===== src/rtl/dsadc_pkg.sv =====
package dsadc_pkg;

   localparam int BCD_BITS = 4;

   typedef enum logic [2:0] {
      PH_AZ    = 3'b001,
      PH_INT   = 3'b010,
      PH_DEINT = 3'b100
   } phase_e;

endpackage


===== src/rtl/dsadc_prescaler.sv =====
module dsadc_prescaler #(
   parameter int DIV = 4
) (
   input  logic clk,
   input  logic rst,
   output logic tick_o
);
   generate
      if (DIV == 1) begin : g_bypass
         wire unused_pins = ^{clk, rst};
         assign tick_o = 1'b1;
      end else begin : g_count
         localparam int PW = $clog2(DIV);
         localparam logic [PW-1:0] LAST = PW'(DIV - 1);
         logic [PW-1:0] div_q;

         always_ff @(posedge clk) begin
            if (rst)
               div_q <= '0;
            else if (div_q == LAST)
               div_q <= '0;
            else
               div_q <= div_q + 1'b1;
         end

         assign tick_o = (div_q == LAST);
      end
   endgenerate
endmodule


===== src/rtl/dsadc_bcd_counter.sv =====
module dsadc_bcd_counter
   import dsadc_pkg::*;
#(
   parameter int DIGITS = 4
) (
   input  logic                       clk,
   input  logic                       rst,
   input  logic                       clr_i,
   input  logic                       inc_i,
   output logic [BCD_BITS*DIGITS-1:0] count_o
);
   logic [DIGITS:0] carry;
   assign carry[0] = inc_i;

   genvar g;
   generate
      for (g = 0; g < DIGITS; g++) begin : g_decade
         logic [BCD_BITS-1:0] dig_q;
         wire                 at_nine = (dig_q == 4'd9);

         always_ff @(posedge clk) begin
            if (rst || clr_i)
               dig_q <= '0;
            else if (carry[g])
               dig_q <= at_nine ? 4'd0 : dig_q + 4'd1;
         end

         assign carry[g+1]                    = carry[g] && at_nine;
         assign count_o[g*BCD_BITS +: BCD_BITS] = dig_q;
      end
   endgenerate

   wire unused_carry_out = carry[DIGITS];
endmodule


===== src/rtl/dsadc_phase_ctrl.sv =====
module dsadc_phase_ctrl
   import dsadc_pkg::*;
#(
   parameter int INT_COUNTS  = 1000,
   parameter int FULL_SCALE  = 2000,
   parameter int AZ_MIN      = 1000,
   parameter int TW          = 12
) (
   input  logic   clk,
   input  logic   rst,
   input  logic   tick_i,
   input  logic   cmp_above_i,
   output phase_e phase_o,
   output logic   neg_o,
   output logic   cnt_clr_o,
   output logic   cnt_inc_o,
   output logic   done_o,
   output logic   ovr_o
);
   localparam logic [TW-1:0] INT_LAST  = TW'(INT_COUNTS - 1);
   localparam logic [TW-1:0] FULL_LAST = TW'(FULL_SCALE - 1);
   localparam logic [TW-1:0] AZ_LAST   = TW'(AZ_MIN - 1);

   phase_e        phase_q, phase_d;
   logic [TW-1:0] tmr_q, tmr_d;
   logic [TW-1:0] spare_q, spare_d;
   logic          neg_q, neg_d;
   logic          crossed;

   // integrator has returned through zero when comparator reads the sign flag
   assign crossed = (cmp_above_i == neg_q);

   always_comb begin
      phase_d   = phase_q;
      tmr_d     = tmr_q;
      spare_d   = spare_q;
      neg_d     = neg_q;
      cnt_clr_o = 1'b0;
      cnt_inc_o = 1'b0;
      done_o    = 1'b0;
      ovr_o     = 1'b0;
      if (tick_i) begin
         unique case (phase_q)
            PH_AZ: begin
               if (tmr_q == AZ_LAST + spare_q) begin
                  phase_d = PH_INT;
                  tmr_d   = '0;
               end else begin
                  tmr_d = tmr_q + 1'b1;
               end
            end
            PH_INT: begin
               if (tmr_q == INT_LAST) begin
                  phase_d   = PH_DEINT;
                  tmr_d     = '0;
                  neg_d     = ~cmp_above_i;
                  cnt_clr_o = 1'b1;
               end else begin
                  tmr_d = tmr_q + 1'b1;
               end
            end
            PH_DEINT: begin
               if (crossed) begin
                  phase_d = PH_AZ;
                  tmr_d   = '0;
                  spare_d = FULL_LAST - tmr_q;
                  done_o  = 1'b1;
               end else if (tmr_q == FULL_LAST) begin
                  phase_d = PH_AZ;
                  tmr_d   = '0;
                  spare_d = '0;
                  done_o  = 1'b1;
                  ovr_o   = 1'b1;
               end else begin
                  tmr_d     = tmr_q + 1'b1;
                  cnt_inc_o = 1'b1;
               end
            end
            default: begin
               phase_d = PH_AZ;
               tmr_d   = '0;
            end
         endcase
      end
   end

   always_ff @(posedge clk) begin
      if (rst) begin
         phase_q <= PH_AZ;
         tmr_q   <= '0;
         spare_q <= '0;
         neg_q   <= 1'b0;
      end else begin
         phase_q <= phase_d;
         tmr_q   <= tmr_d;
         spare_q <= spare_d;
         neg_q   <= neg_d;
      end
   end

   assign phase_o = phase_q;
   assign neg_o   = neg_q;
endmodule


===== src/rtl/dsadc_result_latch.sv =====
module dsadc_result_latch #(
   parameter int W = 16
) (
   input  logic         clk,
   input  logic         rst,
   input  logic         done_i,
   input  logic         ovr_i,
   input  logic         neg_i,
   input  logic [W-1:0] count_i,
   output logic [W-1:0] reading_o,
   output logic         neg_o,
   output logic         ovr_o,
   output logic         valid_o
);
   always_ff @(posedge clk) begin
      if (rst) begin
         reading_o <= '0;
         neg_o     <= 1'b0;
         ovr_o     <= 1'b0;
         valid_o   <= 1'b0;
      end else begin
         valid_o <= done_i;
         if (done_i) begin
            ovr_o <= ovr_i;
            if (!ovr_i) begin
               reading_o <= count_i;
               neg_o     <= neg_i;
            end
         end
      end
   end
endmodule


===== src/rtl/dslope_sequencer.sv =====
module dslope_sequencer
   import dsadc_pkg::*;
#(
   parameter int PRESCALE     = 4,
   parameter int INT_COUNTS   = 1000,
   parameter int FULL_SCALE   = 2000,
   parameter int CYCLE_COUNTS = 4000,
   parameter int DIGITS       = 4
) (
   input  logic                       clk,
   input  logic                       rst,
   input  logic                       cmp_above_i,
   output logic                       az_en_o,
   output logic                       int_en_o,
   output logic                       deint_en_o,
   output logic                       deint_pos_o,
   output logic                       result_valid_o,
   output logic [BCD_BITS*DIGITS-1:0] reading_bcd_o,
   output logic                       reading_neg_o,
   output logic                       overrange_o
);
   localparam int AZ_MIN = CYCLE_COUNTS - INT_COUNTS - FULL_SCALE;
   localparam int TW     = $clog2(CYCLE_COUNTS + 1);
   localparam int RW     = BCD_BITS * DIGITS;

   generate
      if (PRESCALE < 1) begin : g_bad_prescale
         $error("dslope_sequencer: PRESCALE must be at least 1");
      end
      if (AZ_MIN < 1) begin : g_bad_cycle
         $error("dslope_sequencer: cycle too short for integrate plus full scale");
      end
      if (10 ** DIGITS <= FULL_SCALE) begin : g_bad_digits
         $error("dslope_sequencer: too few decades for full scale");
      end
   endgenerate

   logic   tick;
   phase_e phase;
   logic   neg, cnt_clr, cnt_inc, done, ovr;
   logic [RW-1:0] count;

   dsadc_prescaler #(.DIV(PRESCALE)) u_presc (
      .clk    (clk),
      .rst    (rst),
      .tick_o (tick)
   );

   dsadc_phase_ctrl #(
      .INT_COUNTS (INT_COUNTS),
      .FULL_SCALE (FULL_SCALE),
      .AZ_MIN     (AZ_MIN),
      .TW         (TW)
   ) u_ctrl (
      .clk         (clk),
      .rst         (rst),
      .tick_i      (tick),
      .cmp_above_i (cmp_above_i),
      .phase_o     (phase),
      .neg_o       (neg),
      .cnt_clr_o   (cnt_clr),
      .cnt_inc_o   (cnt_inc),
      .done_o      (done),
      .ovr_o       (ovr)
   );

   dsadc_bcd_counter #(.DIGITS(DIGITS)) u_count (
      .clk     (clk),
      .rst     (rst),
      .clr_i   (cnt_clr),
      .inc_i   (cnt_inc),
      .count_o (count)
   );

   dsadc_result_latch #(.W(RW)) u_latch (
      .clk       (clk),
      .rst       (rst),
      .done_i    (done),
      .ovr_i     (ovr),
      .neg_i     (neg),
      .count_i   (count),
      .reading_o (reading_bcd_o),
      .neg_o     (reading_neg_o),
      .ovr_o     (overrange_o),
      .valid_o   (result_valid_o)
   );

   assign az_en_o     = (phase == PH_AZ);
   assign int_en_o    = (phase == PH_INT);
   assign deint_en_o  = (phase == PH_DEINT);
   assign deint_pos_o = deint_en_o & neg;
endmodule


===== config.mk =====
export PLATFORM = sky130hd
export DESIGN_NAME = dslope_sequencer
export DESIGN_NICKNAME = d
export VERILOG_FILES = /design/src/rtl/dsadc_pkg.sv /design/src/rtl/dsadc_prescaler.sv /design/src/rtl/dsadc_bcd_counter.sv /design/src/rtl/dsadc_phase_ctrl.sv /design/src/rtl/dsadc_result_latch.sv /design/src/rtl/dslope_sequencer.sv
export SDC_FILE = /design/constraint.sdc
export NUM_CORES = 1
export LEC_CHECK = 0
export BUFFER_PORTS_ARGS = -buffer_cell sky130_fd_sc_hd__clkbuf_2
export CAP_MARGIN = 25
export CORE_MARGIN = 4
export CORE_UTILIZATION = 67
export CTS_BUF_LIST = sky130_fd_sc_hd__clkbuf_8
export DETAILED_ROUTE_END_ITERATION = 6
export GPL_TIMING_DRIVEN = 0
export PLACE_DENSITY = 0.95
export SETUP_SLACK_MARGIN = 0.1
export SLEW_MARGIN = 40
export SYNTH_ARGS = -nofsm -noshare
export SYNTH_HDL_FRONTEND = slang
export SYNTH_SLANG_ARGS = --single-unit

===== constraint.sdc =====
create_clock -name clk -period 4.3 [get_ports clk]
set_input_delay 0.645 -clock clk [delete_from_list [all_inputs] [get_ports clk]]
set_output_delay 0.645 -clock clk [all_outputs]
set_load 0.02 [all_outputs]

Word level (Yosys, flattened, before mapping) --
Index checks and enable logic that the tools add are counted.
Cells by class: add/subtract/negate cells 8, $mul 0, div/mod/pow operators 0, order comparisons 0, equal/unequal tests 15, shift operators 0, muxes and demuxes 30, bitwise logic cells 3, reductions and logical operators 10
Operators by type and width (count):
- two-way mux 12 bit | 6
- case mux 12 bit (3 select lines) | 1
- adder 4 x 1 -> 4 bit, second input constant | 4
- == test 4 bit, second input constant | 4
- two-way mux 4 bit | 4
- two-way mux 1 bit | 14
- adder 10 x 12 -> 12 bit, first input constant | 1
- adder 12 x 1 -> 12 bit, second input constant | 1
- == test 12 x 10 -> 1 bit, second input constant | 1
- == test 12 x 11 -> 1 bit, second input constant | 1
- == test 12 bit | 1
- two-way mux 3 bit | 4
- subtractor 11 x 12 -> 12 bit, first input constant | 1
- case mux 3 bit (3 select lines) | 1
- AND reduction 3 bit | 2
- inequality test 2 x 1 -> 1 bit, second input constant | 2
- AND reduction 4 bit | 1
- == test 3 x 1 -> 1 bit, second input constant | 1
- == test 3 x 2 -> 1 bit, second input constant | 1
- == test 3 bit, second input constant | 1
- logical AND 1 bit | 3
- inequality test 3 x 1 -> 1 bit, second input constant | 1
- adder 2 x 1 -> 2 bit, second input constant | 1
- == test 2 bit, second input constant | 1
- 7 further kinds | 8
Word-level totals: register bits after elaboration 65, bits in latches 0, bits in writable memories 0, memory bits (read-only) 0, bits of input ports 3, output and inout port bits 23, memories kept 0

Logic depth before layout (Yosys ltp) --
Gate-level depths: netlist of the first run.
word-level depth 8, gate-level depth with buffers 10, gate-level depth less buffers 9

Modules after synthesis --
From an unflattened synthesis of the first run, not the netlist that was laid out.
Second synthesis, totals: cell total of the unflattened synthesis 426, area, all modules 3613.5 µm²
Modules (own cells, without submodules):
- dsadc_phase_ctrl | times used 1, cells each 240, area each 1821.7 µm², seq. area each 560.5 µm²
- dsadc_result_latch | times used 1, cells each 81, area each 882.1 µm², seq. area each 380.4 µm²
- dsadc_bcd_counter | times used 1, cells each 96, area each 799.5 µm², seq. area each 320.3 µm²
- dsadc_prescaler | times used 1, cells each 5, area each 75.1 µm², seq. area each 40.0 µm²
- dslope_sequencer | times used 1, cells each 4, area each 35.0 µm², seq. area each 0.0 µm²

Worst setup path after synthesis of the first run --
Ideal clock, no wire load.
path kind register -> register, start register u_ctrl.spare_q[0], end register u_ctrl.tmr_q[6], setup time 0.131 ns, arrival 2.546 ns, data required time 4.169 ns, setup slack 1.623 ns, stages on the path, launching flop included 11, buffers on the path 1, clock period less this slack 2.677 ns, path through dfxtp_1 > inv_1 > ha_1 > xor2_1 > or3_1 > a311o_1 > nor4_4 > nand3_4 > a31oi_4 > buf_8 > o31ai_2
On the way: cells in the longest elaborated chain, start to end 4
Ends and longest elaborated chain:
- start: declaration | line dsadc_phase_ctrl.sv:26 | logic [TW-1:0] spare_q, spare_d;
- start signal: assignment | line dsadc_phase_ctrl.sv:96 | spare_q <= spare_d;
- adder 10 x 12 -> 12 bit | line dsadc_phase_ctrl.sv:45 | if (tmr_q == AZ_LAST + spare_q) begin
- == test 12 bit | line dsadc_phase_ctrl.sv:45
- two-way mux 12 bit | line dsadc_phase_ctrl.sv:45
- case mux 12 bit (3 select lines) | line dsadc_phase_ctrl.sv:43 | unique case (phase_q)
- end signal: assignment | line dsadc_phase_ctrl.sv:95 | tmr_q <= tmr_d;
- end: declaration | line dsadc_phase_ctrl.sv:25 | logic [TW-1:0] tmr_q, tmr_d;
Every way passes these cells. A chain may end at the register's enable or synchronous reset.

Final worst setup path of the first run --
start register u_ctrl.spare_q[0], end register u_ctrl.tmr_q[11]
Same word-level chain as after synthesis.

==> results of run 1 <==
==> final timing paths <==
path | startpoint | endpoint | slack (ns) | cells after the start
max | u_ctrl.spare_q[0]$_SDFFE_PP0P_ | u_ctrl.tmr_q[11]$_SDFFE_PP0P_ | 1.21 | 10
min | u_presc.g_count.div_q[0]$_SDFF_PP0_ | u_presc.g_count.div_q[0]$_SDFF_PP0_ | 0.42 | 1
max reg2reg | u_ctrl.spare_q[0]$_SDFFE_PP0P_ | u_ctrl.tmr_q[11]$_SDFFE_PP0P_ | 1.21 | 10
min reg2reg | u_presc.g_count.div_q[0]$_SDFF_PP0_ | u_presc.g_count.div_q[0]$_SDFF_PP0_ | 0.42 | 1
==> synth_stat cells, types with 2 or more instances <==
cell / number / share of area (%)
and3_1: 4 / 0.69
ha_1: 6 / 2.1
mux2i_1: 4 / 1.1
a21oi_1: 32 / 4.4
a41oi_1: 2 / 0.49
nand3b_1: 2 / 0.42
o31ai_1: 3 / 0.62
nor3_1: 9 / 1.2
nand3_1: 17 / 2.4
or3_1: 5 / 0.87
o21a_1: 2 / 0.42
and2_1: 5 / 0.87
o31ai_2: 5 / 1.7
buf_6: 2 / 0.62
o21ai_0: 31 / 4.3
nor4_1: 3 / 0.52
a311oi_1: 3 / 0.73
o21ai_1: 5 / 0.69
nand4_1: 6 / 1.0
nand2_1: 72 / 7.5
o21ai_2: 3 / 0.73
clkbuf_1: 21 / 2.2
nand2b_1: 5 / 0.87
xor2_1: 14 / 3.4
o21bai_1: 3 / 0.62
nor2_1: 37 / 3.8
a22oi_1: 2 / 0.42
a31oi_1: 8 / 1.4
inv_1: 9 / 0.94
xnor2_1: 18 / 4.4
nor2b_1: 8 / 1.4
or2_2: 2 / 0.35
buf_2: 3 / 0.42
dfxtp_1: 65 / 36
nor3b_1: 6 / 1.2
==> routing by layer <==
| metal | wire length, um | global-route usage (%) | vias to the layer above |
|---|---|---|---|
| met5 | 0 | 0 | - |
| met4 | 350 | 13.9 | 0 |
| met1 | 3890 | 36.6 | 1617 |
| met3 | 774 | 9.09 | 44 |
| met2 | 4310 | 48.9 | 202 |
| li1 | - | - | 1650 |
==> per-stage QoR <==
stage | setup slack [ns] | total power [mW] | hold WS, ns | utilization (%) | area [um2]
after floorplan | 1.62 | 0.649 | 0.399 | - | 3610
after global placement | 1.38 | 0.658 | 0.406 | 73.8 | 3820
after detailed placement | 1.33 | 0.660 | 0.415 | 73.8 | 3820
after CTS | 1.29 | 1.18 | 0.425 | 77.7 | 4020
after global routing | 1.11 | 1.22 | 0.437 | 77.8 | 4020
final | 1.21 | 1.19 | 0.421 | 77.8 | 4020
==> state kept, by name (all words and copies together) (netlist names) <==
register / count
u_ctrl.neg_o: 1
u_latch.ovr_o: 1
u_presc.g_count.div_q: 2
u_count.g_decade.dig_q: 16
u_latch.valid_o: 1
u_ctrl.spare_q: 12
u_latch.reading_o: 16
u_ctrl.tmr_q: 12
u_ctrl.phase_o: 3
u_latch.neg_o: 1
==> cell families after synthesis <==
kind of cell / synth area share (%)
buffers and inverters: 4.68
muxes: 1.11
and+or+nand+nor: 26.5
AOI/OAI and AO/OA: 21.8
xor gates and xnor gates: 7.77
DFF: 36.1
adders and majority gates: 2.08
==> critical path, stage by stage, from the launching register on <==
cell and delay, ns:
dfxtp_1 0.44, inv_1 0.08, ha_1 0.26, xor2_1 0.17, or3_1 0.31, a311o_1 0.39
nor4_4 0.60, nand3_4 0.19, a31oi_4 0.26, buf_8 0.18, o41ai_2 0.07
==> area by class of cell <==
type                            instances  share of cell area, %
Buffer                                 27                   3.27
Clock buffer                            9                   3.08
Clock inverter                          7                   1.93
Inverter                               10                  0.933
Multi-Input combinational cell        348                   53.3
Sequential cell                        65                   32.3
Tap cell                               70                   2.18
Timing Repair Buffer                   24                   2.99
==> report_power, final <==
group          internal [mW]  switching [mW]
Sequential             0.605         0.00240
Clock                  0.273           0.264
Combinational         0.0125          0.0287
Total                  0.890           0.295
==> impl_metrics.json, run 1 <==
{
  "cp_data_required_time_ns": 4.53,
  "p_per_area_nw_per_um2": 295,
  "grt_antenna_before_repair": 0,
  "drv_cap": 0,
  "fin_skew_ns": 0.0103,
  "synth_nets": 459,
  "rows": 26,
  "wire_per_inst_um": 16.7,
  "htreeDepth": 3,
  "antenna_cells": 0,
  "cts_setup_buffers": 0,
  "status": "finished clean",
  "synthCells": 450,
  "hp-class": "reg2reg",
  "path_max_fanout": 10,
  "fin_cells": 560,
  "start_util_pct": 69.8,
  "synth.cell_area_um2": 3610,
  "seq_area_um2": 1300,
  "max_clock_freq_mhz": 324,
  "drtPass1Iterations": 5,
  "synth_edf_count": 0,
  "die-area_um2": 6620,
  "hold_violations": 0,
  "syn_area_per_cell_um2": 8.02,
  "setup-violations-final": 0,
  "portBuffers": 24,
  "cts-root-buf": "clkbuf_8",
  "antenna_left": 0,
  "post_drt_via_cell_ratio": 6.27,
  "vias": 3513,
  "fin_tns_setup_ns": 0,
  "synth_warnings": 0,
  "post_cts_resized": 0,
  "final_nets": 494,
  "finalCritPeriodShare_pct": 71.8,
  "overflow": 0,
  "dp_hpwl_mm": 6.32,
  "grt_usage_pct": 30.2,
  "io-pin-count": 26,
  "cts_buffer_depth": 2,
  "place.gp.congestion": 0.894,
  "yosys_register_bits": 65,
  "multi_input_area_um2": 2140,
  "drc_errors": 0,
  "cts.sinks": 65,
  "peakVddDrop_uv": 301,
  "worst_pin_slew_ns": 0.755,
  "clk_latency_ns": 0.36,
  "core_area_um2": 5170,
  "cts_tree": "yes",
  "ys_seq_area_share_pct": 36.1,
  "n_fill_cell": 340,
  "end_kind": "flop",
  "routed_wl_mm": 9.33,
  "synth-async-reset-ratio_pct": 0,
  "critPathArrivalTime_ns": 3.31,
  "syn2layout_area_growth_pct": 11.5,
  "die_h_um": 81.4,
  "yosys.cell_types.count": 63,
  "place_inst": 544,
  "critical_path_class": "reg2reg",
  "layout_common_cells": "nand2_1 (72), dfxtp_1 (65), nor2_1 (37), a21oi_1 (32), o21ai_0 (31)",
  "power_leakage_nw": 1.44,
  "layout-drive-gt1-share_pct": 13.7,
  "clk_pin_slew_ns": 0.08,
  "die_x_um": 81.4,
  "rsz0062_at_grt": "false",
  "layout_commonest_cell": "nand2_1",
  "grt_first_pass_wirelength_mm": 15.4,
  "drtIter0Drc": 331,
  "relSlewSlack_pct": 49.5,
  "drv_slew": 0,
  "cts_buffers": 9,
  "grt_max_degree": 14,
  "hold_buffers": 0,
  "period_minus_slack_ns": 3.09,
  "synthFlopType": "dfxtp_1",
  "cp-start-kind": "flop",
  "first_global_vias": 3321
}
No activity file was read; power rests on OpenSTA's default activity.
==> run 2, diff against run 1 <==
- CORE_UTILIZATION: 67 -> 62
- PLACE_DENSITY: 0.95 -> 0.94
- clock period: 4.3 -> 3 ns (I/O delays scaled with it)
==> run 2 against run 1 <==
Net effect:
- total power increased by 50%
- fmax is 13% higher
- sequential share of layout area decreased by 0.48 points
- critical endpoint is now u_ctrl.tmr_q[6]$_SDFFE_PP0P_
- highest routed layer unchanged
- routed wire length shrank 1.5%
- global-route usage down 4.0 points
- hold slack better by 0.024 ns
- clock-buffer cell count up 1
- sequential power rose by 43%
- sequential cell count is the same
- combinational power increased by 44%
- critical path type unchanged
- setup slack got worse by 0.94 ns
- final cell count up 1.1%
==> impl_metrics.json, run 2 (synthesis results as in run 1) <==
{
  "status": "finished clean",
  "die_h_um": 84.3,
  "path_max_fanout": 10,
  "relSlewSlack_pct": 54.7,
  "post_drt_via_cell_ratio": 6.20,
  "vias": 3511,
  "dp_hpwl_mm": 6.27,
  "ff2ff_setup_slack_ns": 0.27,
  "p_per_area_nw_per_um2": 435,
  "pre_cts_ws_ns": 0.0309,
  "hold_buffers": 0,
  "overflow": 0,
  "placed_cell_area_um2": 3820,
  "stdcell_area_um2": 4090,
  "rsz0062_at_grt": "false",
  "cts_buffer_depth": 2,
  "clk_latency_ns": 0.35,
  "period_minus_slack_ns": 2.73,
  "io-pin-count": 26,
  "power.total_mw": 1.78,
  "cts.sinks": 65,
  "portBuffers": 24,
  "routed_wl_mm": 9.19,
  "power_leakage_nw": 1.48,
  "critical_path_class": "reg2reg",
  "finalWorstSetupSlack_ns": 0.273,
  "final_nets": 498,
  "drv_slew": 0,
  "peakVddDrop_uv": 366,
  "cp_data_required_time_ns": 3.22,
  "hold_violations": 0,
  "holdWs_ns": 0.445,
  "grt_first_pass_wirelength_mm": 15.3,
  "cts_buffers": 9,
  "n_fill_cell": 358,
  "cts-root-buf": "clkbuf_8",
  "core_area_um2": 5570,
  "antenna_left": 0,
  "grt_antenna_before_repair": 0,
  "end_kind": "flop",
  "layout_common_cells": "nand2_1 (72), dfxtp_1 (63), nor2_1 (37), a21oi_1 (32), o21ai_0 (31)",
  "wire_per_inst_um": 16.2,
  "cts_tree": "yes",
  "clk_pin_slew_ns": 0.07,
  "drtPass1Iterations": 5,
  "layout_commonest_cell": "nand2_1",
  "die-area_um2": 7100,
  "cp-start-kind": "flop",
  "place.gp.congestion": 0.897,
  "layout-drive-gt1-share_pct": 15.4,
  "grt_max_degree": 13,
  "reg_top3": "u_count.g_decade.dig_q x16, u_latch.reading_o x16",
  "grt_usage_pct": 26.2,
  "first_global_vias": 3359,
  "antenna_cells": 0,
  "drtIter0Drc": 309,
  "max_clock_freq_mhz": 367,
  "setup-violations-final": 0,
  "die_x_um": 84.3,
  "drc_errors": 0,
  "critPathArrivalTime_ns": 2.94,
  "worst_pin_slew_ns": 0.677,
  "drv_cap": 0,
  "syn2layout_area_growth_pct": 13.4,
  "finalCritPeriodShare_pct": 90.9,
  "fin_skew_ns": 0.00752,
  "fin_tns_setup_ns": 0,
  "htreeDepth": 3,
  "rows": 27,
  "hp-class": "reg2reg",
  "start_util_pct": 64.7
}
run 2: routing by layer:
metal | global-route usage, % | wire length (um)
met3 | 6.28 | 731
met5 | 0 | 0
met1 | 32.6 | 3800
met4 | 10.7 | 236
met2 | 43.4 | 4420
run 2: per-stage QoR:
step,util (%),instances
global placement,68.5,546
finish,73.4,566
floorplan,-,450
CTS,72.6,562
global route,73.4,566
detailed placement,68.5,546
run 2: final cells by class:
class	count	area (um2)	area share, %
plain buffers	27	134	3.27
clock buffers	10	138	3.36
clock inverters	6	88.8	2.17
inverters	10	37.5	0.917
multi-input cells	348	2150	52.5
flip-flops and latches	65	1300	31.9
well taps	72	90.1	2.20
repair buffers	28	150	3.67
run 2: path summary, 6_finish.rpt:
| path | from | to | depth (start not counted) |
|---|---|---|---|
| max | u_ctrl.spare_q[0]$_SDFFE_PP0P_ | u_ctrl.tmr_q[6]$_SDFFE_PP0P_ | 11 |
| max reg2reg | u_ctrl.spare_q[0]$_SDFFE_PP0P_ | u_ctrl.tmr_q[6]$_SDFFE_PP0P_ | 11 |
| min reg2reg | u_presc.g_count.div_q[0]$_SDFF_PP0_ | u_presc.g_count.div_q[0]$_SDFF_PP0_ | 1 |
| min | u_presc.g_count.div_q[0]$_SDFF_PP0_ | u_presc.g_count.div_q[0]$_SDFF_PP0_ | 1 |
run 2: critical path, cell delays in order, from the launching register on:
cell and delay [ns]:
dfxtp_2 0.39, inv_1 0.06, ha_1 0.24, xor2_1 0.17, or3_1 0.31, a311o_1 0.39, nor4_4 0.20, buf_4 0.20
nand3_4 0.12, a31oi_4 0.25, buf_8 0.18, o31ai_2 0.08
run 2: repair_timing:
action,in CTS,in global routing
endpoints found under the setup margin,10,13
resized for setup,0,7
pin swaps,1,1
buffers inserted,0,4
run 2: where the power goes:
part | switching (mW) | internal, mW | total, mW
sequential | 0.00345 | 0.867 | 0.870
clock | 0.361 | 0.492 | 0.853
combinational | 0.0412 | 0.0180 | 0.0592
